`src/rtl/pfd_pkg.sv`:
```
package pfd_pkg;

    typedef struct packed {
        logic up;
        logic dn;
    } pump_pair_t;

    typedef enum logic {
        POL_NORMAL  = 1'b0,
        POL_SWAPPED = 1'b1
    } pump_pol_e;

endpackage

```
`src/rtl/pfd_edge.sv`:
```
module pfd_edge (
    input  logic clk,
    input  logic rst_n,
    input  logic sig_in,
    output logic rise_o
);
    typedef struct packed {
        logic prev;
    } edge_st_t;

    edge_st_t st_d, st_q;

    always_comb begin
        st_d      = st_q;
        st_d.prev = sig_in;
    end

    assign rise_o = sig_in & ~st_q.prev;

    always_ff @(posedge clk) begin
        if (!rst_n) st_q <= '0;
        else        st_q <= st_d;
    end
endmodule

```
`src/rtl/pfd_flops.sv`:
```
module pfd_flops #(
    parameter int RST_DLY = 2
) (
    input  logic clk,
    input  logic rst_n,
    input  logic ref_rise,
    input  logic fb_rise,
    output logic up_o,
    output logic dn_o,
    output logic clr_o
);
    localparam int DLY_W = (RST_DLY < 1) ? 1 : $clog2(RST_DLY + 1);
    localparam logic [DLY_W-1:0] DLY_LAST = DLY_W'(RST_DLY - 1);

    typedef struct packed {
        logic             up;
        logic             dn;
        logic [DLY_W-1:0] dly;
    } flop_st_t;

    flop_st_t st_d, st_q;
    logic     both;
    logic     clr;

    always_comb begin
        st_d = st_q;
        both = st_q.up & st_q.dn;
        clr  = both && (st_q.dly == DLY_LAST);
        if (clr) begin
            st_d.up  = 1'b0;
            st_d.dn  = 1'b0;
            st_d.dly = '0;
        end else begin
            st_d.up  = st_q.up | ref_rise;
            st_d.dn  = st_q.dn | fb_rise;
            st_d.dly = both ? st_q.dly + 1'b1 : '0;
        end
    end

    assign up_o  = st_q.up;
    assign dn_o  = st_q.dn;
    assign clr_o = clr;

    always_ff @(posedge clk) begin
        if (!rst_n) st_q <= '0;
        else        st_q <= st_d;
    end
endmodule

```
`src/rtl/pfd_lock_mon.sv`:
```
module pfd_lock_mon #(
    parameter int WIDTH_MAX = 4,
    parameter int LOCK_CNT  = 3
) (
    input  logic clk,
    input  logic rst_n,
    input  logic active,
    input  logic clr,
    output logic lock_o
);
    localparam int WID_W = $clog2(WIDTH_MAX + 2);
    localparam int CNT_W = $clog2(LOCK_CNT + 1);
    localparam logic [WID_W-1:0] WID_SAT  = WID_W'(WIDTH_MAX + 1);
    localparam logic [WID_W-1:0] WID_LIM  = WID_W'(WIDTH_MAX);
    localparam logic [CNT_W-1:0] CNT_FULL = CNT_W'(LOCK_CNT);

    typedef struct packed {
        logic [WID_W-1:0] wid;
        logic [CNT_W-1:0] good;
        logic             lock;
    } lock_st_t;

    lock_st_t         st_d, st_q;
    logic [WID_W-1:0] wid_n;
    logic [CNT_W-1:0] good_n;

    always_comb begin
        st_d   = st_q;
        wid_n  = (active && st_q.wid != WID_SAT) ? st_q.wid + 1'b1 : st_q.wid;
        good_n = (st_q.good == CNT_FULL) ? st_q.good : st_q.good + 1'b1;
        if (clr) begin
            st_d.wid = '0;
            if (wid_n <= WID_LIM) begin
                st_d.good = good_n;
                st_d.lock = (good_n == CNT_FULL);
            end else begin
                st_d.good = '0;
                st_d.lock = 1'b0;
            end
        end else begin
            st_d.wid = wid_n;
        end
    end

    assign lock_o = st_q.lock;

    always_ff @(posedge clk) begin
        if (!rst_n) st_q <= '0;
        else        st_q <= st_d;
    end
endmodule

```
`src/rtl/phase_lock_detector.sv`:
```
module phase_lock_detector
    import pfd_pkg::*;
#(
    parameter int RST_DLY   = 2,
    parameter int WIDTH_MAX = 4,
    parameter int LOCK_CNT  = 3
) (
    input  logic clk,
    input  logic rst_n,
    input  logic ref_in,
    input  logic fb_in,
    input  logic invert_pol,
    input  logic quiet,
    output logic pump_up,
    output logic pump_dn,
    output logic lock_ind
);
    localparam int NCH = 2;

    logic [NCH-1:0] raw_in;
    logic [NCH-1:0] rise;
    logic           up_q, dn_q, clr, lock_q;
    pump_pair_t     pair, pair_out;
    pump_pol_e      pol;

    assign raw_in = {fb_in, ref_in};

    for (genvar ch = 0; ch < NCH; ch++) begin : g_edge
        pfd_edge u_edge (
            .clk    (clk),
            .rst_n  (rst_n),
            .sig_in (raw_in[ch]),
            .rise_o (rise[ch])
        );
    end

    pfd_flops #(.RST_DLY(RST_DLY)) u_flops (
        .clk      (clk),
        .rst_n    (rst_n),
        .ref_rise (rise[0]),
        .fb_rise  (rise[1]),
        .up_o     (up_q),
        .dn_o     (dn_q),
        .clr_o    (clr)
    );

    pfd_lock_mon #(.WIDTH_MAX(WIDTH_MAX), .LOCK_CNT(LOCK_CNT)) u_lock (
        .clk    (clk),
        .rst_n  (rst_n),
        .active (up_q | dn_q),
        .clr    (clr),
        .lock_o (lock_q)
    );

    always_comb begin
        pol     = pump_pol_e'(invert_pol);
        pair.up = up_q;
        pair.dn = dn_q;
        if (quiet)                    pair_out = '0;
        else if (pol == POL_SWAPPED)  pair_out = '{up: pair.dn, dn: pair.up};
        else                          pair_out = pair;
    end

    assign pump_up  = pair_out.up;
    assign pump_dn  = pair_out.dn;
    assign lock_ind = lock_q & ~(up_q | dn_q);
endmodule

```
`config.mk`:
```
export PLATFORM = sky130hd
export DESIGN_NAME = phase_lock_detector
export DESIGN_NICKNAME = d
export VERILOG_FILES = /design/src/rtl/pfd_pkg.sv /design/src/rtl/pfd_edge.sv /design/src/rtl/pfd_flops.sv /design/src/rtl/pfd_lock_mon.sv /design/src/rtl/phase_lock_detector.sv
export SDC_FILE = /design/constraint.sdc
export NUM_CORES = 1
export LEC_CHECK = 0
export ABC_AREA = 0
export BUFFER_PORTS_ARGS = -buffer_cell sky130_fd_sc_hd__buf_4
export CAP_MARGIN = 20
export CORE_ASPECT_RATIO = 1.25
export CORE_MARGIN = 1
export CORE_UTILIZATION = 25
export CTS_CLUSTER_DIAMETER = 120
export DETAILED_ROUTE_END_ITERATION = 8
export PLACE_DENSITY = 0.42
export SLEW_MARGIN = 5
export SYNTH_ARGS = -nofsm -noshare
export SYNTH_HDL_FRONTEND = slang
export SYNTH_SLANG_ARGS = --single-unit
```
`constraint.sdc`:
```
create_clock -name clk -period 3 [get_ports clk]
set_input_delay 0.45 -clock clk [delete_from_list [all_inputs] [get_ports clk]]
set_output_delay 0.45 -clock clk [all_outputs]
set_load 0.01 [all_outputs]
```
==> qor.yml, run 1 <==
status: "finished clean"
worstPathRequired_ns: 2.55
cts_buffers: 3
cp-start-kind: "flip-flop"
clockBufferDepth: 2
finClkSkew_ns: 0.00362
final-setup-viol-count: 0
postSynthCellCount: 61
max-cap-violations: 0
wl_per_cell_um: 10.4
synth_top_area_frac: 0.444
drt_iter0_drc: 4
die_x_um: 43.6
synthArstFlopShare: 0
cp-end-kind: "output port"
synth_top_family_by_area: "simple AND/OR/NAND/NOR gates"
worst_pin_slew_ns: 0.293
holdBufCountCts: 0
cts_setup_buffers: 0
cts_tree: "built"
antenna_found_initial: 0
reg2reg_from: "u_lock.st_q[3]$_SDFF_PP0_"
via_per_inst: 4.69
synth-simple-area-share: 0.234
min_path_type: "input port to flip-flop"
syn_avg_cell_area_um2: 8.86
grt_max_degree: 10
synth_xor_xnor_area_share: 0.0162
overflow: 0
yosys-mux-area-fraction: 0.0556
power.leakage_nw: 0.282
slowest_delay_ns: 0.47
max_freq_mhz: 651
crit_type: "flip-flop to output port"
grt_pass1_vias: 355
ys_warn_count: 0
ys_ff_latch: 12
synth_edf_count: 0
num_vias: 422
core-area_mm2: 0.00200
area_delta_synth_final_pct: 18.1
hp-start: "fb_in"
track_usage: 0.0922
ios: 9
yosys-top-cells-count: "dfxtp_1, nor2_1, a21oi_1, inv_1, nand2_1"
yosysSeqAreaShare: 0.444
antenna_left: 0
powerDensity_mw_per_mm2: 499
instances_no_fill: 90
gp_congestion: 0.733
slew_violations: 0
period_share: 0.512
hold_violations: 0
slew-limit-headroom: 0.804
finalSetupTns_ns: 0
yosysMostFrequentCell: "dfxtp_1"
drive_gt1_frac: 0.200
port-buffer-count: 8
drc_errors: 0
clk_pin_slew_ns: 0.07
startpoint: "u_flops.up_o$_SDFF_PP0_"
critPathSlowestCell: "dfxtp_1"
crit_fanout: 8
ys_top_cells_by_area: "dfxtp_1, nor2_1, ha_1, mux2i_1, a21oi_1"
first_pass_iters: 3
ir_worst_vdd_uv: 194
synth-main-ff-cell: "dfxtp_1"
fp.dieH_um: 54.0
grt_pass1_wl_um: 1480
cts_resized: 0
final_core_util: 0.318
finalNetCount: 81
die-area_mm2: 0.00235
diodes: 0
cts.sinks: 12
wl_um: 940
arrival_ns: 1.09
synth_cell_types: 21
grt_setup_unrepaired: "no"
std_cell_rows: 18
htreeDepth: 1
synth_area_um2: 541
clk_latency_ns: 0.27
syn_nets: 70
placed_cells: 87
yosys.area.top_type: "dfxtp_1"
synth_compound_area_frac: 0.134
cts_root_buf: "clkbuf_4"
start_util: 0.270
hpwl_um: 755
min_period_ns: 1.54
synthAdderAreaFrac: 0.0694
crit_path_cell_trace: "mux2i_1 -> nor2_1 -> buf_4"
==> cells in the final DEF, fill, tap and decap left out <==
cell       instances
a211oi_2           1
nor3b_1            1
and2_1             2
xor2_1             1
nor2_1            11
mux2i_1            3
clkbuf_4           3
dfxtp_1           12
a21oi_1            4
o22ai_1            2
nand3_1            2
nand2b_1           3
o21ai_1            1
a21o_1             1
and3_1             1
buf_4              8
nand4b_1           1
ha_1               3
o2bb2ai_2          1
nand2_1            4
inv_1              4
nor2_2             1
==> critical path, delay by kind of cell (launching register included) <==
family                 cells  cell delay [ns]
AND/OR/NAND/NOR            1             0.10
buffers and inverters      1             0.12
multiplexers               1             0.12
flip-flops                 1             0.47
==> layout make-up <==
cell class / instances / area, um^2
fill: 223 / 1370
multi-input combinational: 43 / 275
sequential: 12 / 240
timing repair buffer: 8 / 60.1
tap: 20 / 25.0
clock buffer: 3 / 22.5
inverter: 4 / 15.0
==> stage by stage <==
| stage | hold WS, ns | power [mW] | setup slack, ns | cell area (um^2) |
|---|---|---|---|---|
| floorplan | 0.399 | 0.210 | 1.73 | 541 |
| global placement | 0.408 | 0.225 | 1.65 | 616 |
| detailed placement | 0.413 | 0.225 | 1.60 | 616 |
| CTS | 0.388 | 0.325 | 1.43 | 638 |
| global route | 0.372 | 0.341 | 1.36 | 638 |
| finish | 0.394 | 0.319 | 1.46 | 638 |
==> sequential cells by signal (all words and copies together), names as in the netlist <==
signal and count:
g_edge.u_edge.st_q 2, u_flops.dn_o 1, u_flops.st_q 2, u_flops.up_o 1, u_lock.lock_o 1, u_lock.st_q 5
==> layer usage <==
layer	vias up	share of wire	global-route usage
met2	6	0.48	0.139
met1	189	0.45	0.0940
met5	-	0	0
met4	0	0.024	0.0781
li1	224	-	-
met3	3	0.049	0.0470
==> logic make-up (layout without fill, tap and decap cells) <==
logic type,count (synthesis),count (layout)
buffers and inverters,6,15
flip-flops,12,12
multiplexers,3,3
AO/OA/AOI/OAI,10,10
adder cells (fa/ha/maj),3,3
AND/OR/NAND/NOR,26,26
XOR/XNOR,1,1
==> final timing paths <==
| kind | slack [ns] | depth (start not counted) | to |
|---|---|---|---|
| setup / recovery | 1.46 | 3 | pump_dn |
| hold / removal | 0.39 | 2 | g_edge[1].u_edge.st_q$_SDFF_PN0_ |
| setup reg to reg | 1.59 | 5 | u_lock.st_q[1]$_SDFFE_PN0P_ |
| hold reg to reg | 0.42 | 1 | u_flops.st_q[0]$_SDFF_PP0_ |
==> report_power, final <==
| part | total, mW | switching, mW | internal (mW) | leakage (nW) |
|---|---|---|---|---|
| logic | 0.0431 | 0.0221 | 0.0210 | 0.170 |
| clock network | 0.0979 | 0.0514 | 0.0465 | 0.0138 |
| registers | 0.178 | 0.0102 | 0.167 | 0.0982 |
| total | 0.319 | 0.0837 | 0.235 | 0.282 |
No activity file was read; power rests on OpenSTA's default activity.
==> run 2, diff against run 1 <==
--- a/config.mk
+++ b/config.mk
@@ -13,7 +13,7 @@
 export CORE_UTILIZATION = 25
 export CTS_CLUSTER_DIAMETER = 120
 export DETAILED_ROUTE_END_ITERATION = 8
-export PLACE_DENSITY = 0.42
+export PLACE_DENSITY = 0.43
 export SLEW_MARGIN = 5
 export SYNTH_ARGS = -nofsm -noshare
 export SYNTH_HDL_FRONTEND = slang
==> constraint.sdc (replaced) <==
create_clock -name clk -period 1.4 [get_ports clk]
set_input_delay 0.21 -clock clk [delete_from_list [all_inputs] [get_ports clk]]
set_output_delay 0.21 -clock clk [all_outputs]
set_load 0.01 [all_outputs]
==> run 2 against run 1 <==
Die area unchanged. First-iteration DRC count shrank 25%. Combinational power up 130%. Clock skew grew 0.00063 ns. Non-clock buffer count up 2. Worst hold slack worse by 0.24 ns. Routed wire length decreased by 0.74%. Sequential share of layout area fell by 1.6 points. Final cell count increased by 3.3%.
==> qor.yml, run 2 (synthesis results as in run 1) <==
status: "finished clean"
holdBufCountCts: 0
pre_cts_ws_ns: 0.00897
comb_power_share: 0.134
instances_no_fill: 93
wl_um: 933
htreeDepth: 1
worst_pin_slew_ns: 0.297
power.leakage_nw: 0.296
hpwl_um: 720
slew-limit-headroom: 0.801
largest_reg_flops: 5
grt_setup_unrepaired: "no"
drc_errors: 0
power.switching_mw: 0.180
clk_latency_ns: 0.27
crit_type: "flip-flop to flip-flop"
arrival_ns: 1.46
final_core_util: 0.340
grt_pass1_vias: 385
track_usage: 0.0944
grt_pass1_wl_um: 1570
slew_violations: 0
clock_power_share: 0.356
port-buffer-count: 8
via_per_inst: 4.71
min_period_ns: 1.30
max-cap-violations: 0
period_share: 0.932
drt_iter0_drc: 3
cp_num_buf_inv: 0
final_cell_mix: "nor2_1, buf_4, dfxtp_1"
cts_root_buf: "clkbuf_4"
drive_gt1_frac: 0.315
final-setup-viol-count: 0
placed_cells: 88
finClkSkew_ns: 0.00426
critPathSlowestCell: "dfxtp_2"
worst_slack_ns: 0.0952
p_seq_frac: 0.510
diodes: 0
ios: 9
powerDensity_mw_per_mm2: 1100
num_vias: 438
wl_per_cell_um: 10.0
finalSetupTns_ns: 0
antenna_found_initial: 0
max_freq_mhz: 766
clk_pin_slew_ns: 0.07
cp-end-kind: "flip-flop"
clockBufferDepth: 2
fin_hold_ws_ns: 0.157
internal_power_mw: 0.569
cp_top_family: "compound AO/OA/AOI/OAI gates"
overflow: 0
fp.dieH_um: 54.0
gp_congestion: 0.762
area_delta_synth_final_pct: 25.9
core-area_mm2: 0.00200
top_regs: "u_lock.st_q: 5 flops, g_edge.u_edge.st_q: 2 flops, u_flops.st_q: 2 flops"
swShare: 0.240
crit_fanout: 5
final_common_cell: "nor2_1"
cp-start-kind: "flip-flop"
antenna_left: 0
slowest_delay_ns: 0.37
cts_buffers: 3
worstPathRequired_ns: 1.55
std_cell_rows: 18
finalNetCount: 83
first_pass_iters: 4
cts.sinks: 12
top_register: "u_lock.st_q"
die_x_um: 43.6
start_util: 0.270
min_path_type: "input port to flip-flop"
ir_worst_vdd_uv: 752
die-area_mm2: 0.00235
crit_path_cell_trace: "ha_1 -> o21ai_1 -> mux2i_2 -> a211oi_2 -> o22ai_1"
rrSetupSlack_ns: 0.1
hold_violations: 0
cts_tree: "built"
grt_max_degree: 10
-- run 2: cell types whose count changed in the layout (fill, tap and decap cells not counted), sizes merged --
cell	previous run	this run
clkbuf	3	4
buf	8	10
-- run 2: cell type report --
class,instances,area [um^2]
Fill cell,213,1320
Inverter,4,15.0
Sequential cell,12,245
Clock buffer,4,36.3
Timing Repair Buffer,10,75.1
Tap cell,20,25.0
Multi-Input combinational cell,43,284
-- run 2: repair_timing --
action	4_1_cts	5_1_grt
setup buffers	0	1
resized for setup	0	6
endpoints found under the setup margin	0	6
-- run 2: power groups by stage --
stage               registers, mW  logic, mW  clock network, mW
floorplan                   0.384     0.0662                  0
global placement            0.386     0.0982                  0
detailed placement          0.387     0.0983                  0
CTS                         0.379     0.0995              0.284
global route                0.386      0.117              0.307
finish                      0.382      0.101              0.267
-- run 2: final timing paths --
kind,from,endpoint,depth (start not counted)
max,u_lock.st_q[3]$_SDFF_PP0_,u_lock.st_q[1]$_SDFFE_PN0P_,5
min reg2reg,u_flops.st_q[0]$_SDFF_PP0_,u_flops.st_q[0]$_SDFF_PP0_,1
max reg2reg,u_lock.st_q[3]$_SDFF_PP0_,u_lock.st_q[1]$_SDFFE_PN0P_,5
min,fb_in,g_edge[1].u_edge.st_q$_SDFF_PN0_,2
-- run 2: per-stage QoR --
step | total power, mW | area [um^2]
2_1_floorplan | 0.450 | 541
3_3_place_gp | 0.485 | 623
3_5_place_dp | 0.485 | 623
4_1_cts | 0.763 | 659
5_1_grt | 0.810 | 681
6_report | 0.750 | 681
-- run 2: metal layers --
| metal | GRT usage | routed length [um] |
|---|---|---|
| met1 | 0.0944 | 417 |
| met2 | 0.167 | 484 |
| met3 | 0.0403 | 31 |
| met4 | 0.0469 | 0 |
| met5 | 0 | 0 |
==> run 3, diff against run 2 <==
--- a/config.mk
+++ b/config.mk
@@ -8,12 +8,12 @@
 export ABC_AREA = 0
 export BUFFER_PORTS_ARGS = -buffer_cell sky130_fd_sc_hd__buf_4
 export CAP_MARGIN = 20
-export CORE_ASPECT_RATIO = 1.25
-export CORE_MARGIN = 1
-export CORE_UTILIZATION = 25
+export CORE_AREA = 2 2 39 41
 export CTS_CLUSTER_DIAMETER = 120
 export DETAILED_ROUTE_END_ITERATION = 8
-export PLACE_DENSITY = 0.43
+export DIE_AREA = 0 0 41 43
+export GPL_TIMING_DRIVEN = 0
+export PLACE_DENSITY = 0.63
 export SLEW_MARGIN = 5
 export SYNTH_ARGS = -nofsm -noshare
 export SYNTH_HDL_FRONTEND = slang
==> run 3 against run 2 <==
Final area shrank 2.2%. First-iteration DRC count is the same. Sequential share of layout area grew 1.2 points. Worst hold slack gained 0.0064 ns. Sequential power grew 1%. Combinational power is essentially flat. Final cell count shrank 5.4%. Clock skew grew 0.0030 ns. Non-clock buffer count is the same. Worst setup slack lost 0.0084 ns. Flip-flop and latch count is the same.
==> qor.yml, run 3 (synthesis results as in run 1) <==
fp.dieH_um: 43
clockBufferDepth: 2
final_core_util: 0.481
min_path_type: "input port to flip-flop"
largest_reg_flops: 5
cts.sinks: 12
wl_um: 947
gp_congestion: 0.656
max-cap-violations: 0
cp-end-kind: "flip-flop"
period_share: 0.938
clk_latency_ns: 0.27
final_common_cell: "nor2_1"
die-area_mm2: 0.00176
overflow: 0
dpl_cell_area_um2: 613
cts_buffers: 3
worstPathRequired_ns: 1.55
final_cell_mix: "nor2_1, dfxtp_1, buf_4"
hold_violations: 0
hpwl_um: 666
antenna_left: 0
slew-limit-headroom: 0.812
ios: 9
wl_per_cell_um: 10.8
total_power_mw: 0.692
track_usage: 0.142
status: "finished clean"
num_vias: 437
min_period_ns: 1.31
port-buffer-count: 7
stdcell_area_um2: 666
top_regs: "u_lock.st_q: 5 flops, g_edge.u_edge.st_q: 2 flops, u_flops.st_q: 2 flops"
via_per_inst: 4.97
std_cell_rows: 14
power.leakage_nw: 0.293
powerDensity_mw_per_mm2: 1040
drt_iter0_drc: 3
cp-start-kind: "flip-flop"
finClkSkew_ns: 0.00721
grt_pass1_wl_um: 1660
grt_setup_unrepaired: "yes"
arrival_ns: 1.47
max_freq_mhz: 761
drive_gt1_frac: 0.292
htreeDepth: 1
grt_pass1_vias: 404
area_delta_synth_final_pct: 23.1
cts_root_buf: "clkbuf_4"
ir_worst_vdd_uv: 594
crit_fanout: 4
drc_errors: 0
clk_pin_slew_ns: 0.07
finalNetCount: 83
cts_tree: "built"
grt_max_degree: 10
top_register: "u_lock.st_q"
antenna_found_initial: 0
slew_violations: 0
die_x_um: 41
holdBufCountCts: 0
worst_pin_slew_ns: 0.281
start_util: 0.391
crit_type: "flip-flop to flip-flop"
core-area_mm2: 0.00138
diodes: 0
final-setup-viol-count: 0
first_pass_iters: 3
run 3: cell types whose count changed in the layout (fill, tap and decap cells not counted), sizes merged:
cell / before / now
clkbuf: 4 / 3
run 3: cell type report:
type / instances / area (um^2)
Sequential cell: 12 / 248
Timing Repair Buffer: 8 / 60.1
Clock buffer: 3 / 22.5
Fill cell: 134 / 718
Tap cell: 16 / 20.0
Inverter: 4 / 15.0
Buffer: 2 / 10.0
Multi-Input combinational cell: 43 / 290
run 3: power by group:
part | total [mW] | internal, mW | switching, mW
logic | 0.102 | 0.0532 | 0.0492
registers | 0.387 | 0.362 | 0.0250
clock network | 0.203 | 0.0994 | 0.103
total | 0.692 | 0.515 | 0.177
run 3: stage by stage:
stage	setup WS, ns	setup TNS (ns)	instances	hold slack (ns)
floorplan	0.133	0	61	0.337
CTS	0.00744	0	87	0.156
detailed placement	-0.0281	-0.0573	84	0.415
global placement	-0.0107	-0.0174	84	0.408
global route	0.00135	0	88	0.158
finish	0.0867	0	88	0.163
run 3: repair_timing:
item                       4_1_cts  5_1_grt
gates resized for setup          0        7
setup buffers                    0        1
setup endpoints to repair        3        7
pin swaps                        1        2
run 3: path summary, 6_finish.rpt:
check / slack, ns / endpoint / from / cells past startpoint
worst max-delay path: 0.09 / u_lock.lock_o$_SDFFE_PN0P_ / u_lock.st_q[4]$_SDFF_PP0_ / 6
worst min-delay path: 0.16 / g_edge[1].u_edge.st_q$_SDFF_PN0_ / fb_in / 2
worst max register to register: 0.09 / u_lock.lock_o$_SDFFE_PN0P_ / u_lock.st_q[4]$_SDFF_PP0_ / 6
worst min register to register: 0.42 / u_flops.st_q[0]$_SDFF_PP0_ / u_flops.st_q[0]$_SDFF_PP0_ / 1
run 3: metal layers:
layer	vias up	GRT usage	wire, um	part of all wire
met1	198	0.171	439	0.46
met3	2	0.0314	48	0.051
li1	227	-	-	-
met5	-	0	0	0
met4	0	0.100	13	0.014
met2	10	0.209	445	0.47
run 3: critical path, cell delays in order (launching register included):
cell and delay (ns):
dfxtp_2 0.33, inv_1 0.05, ha_2 0.19, o2bb2ai_4 0.14, nor2_2 0.06, a211oi_2 0.29, o22ai_1 0.13
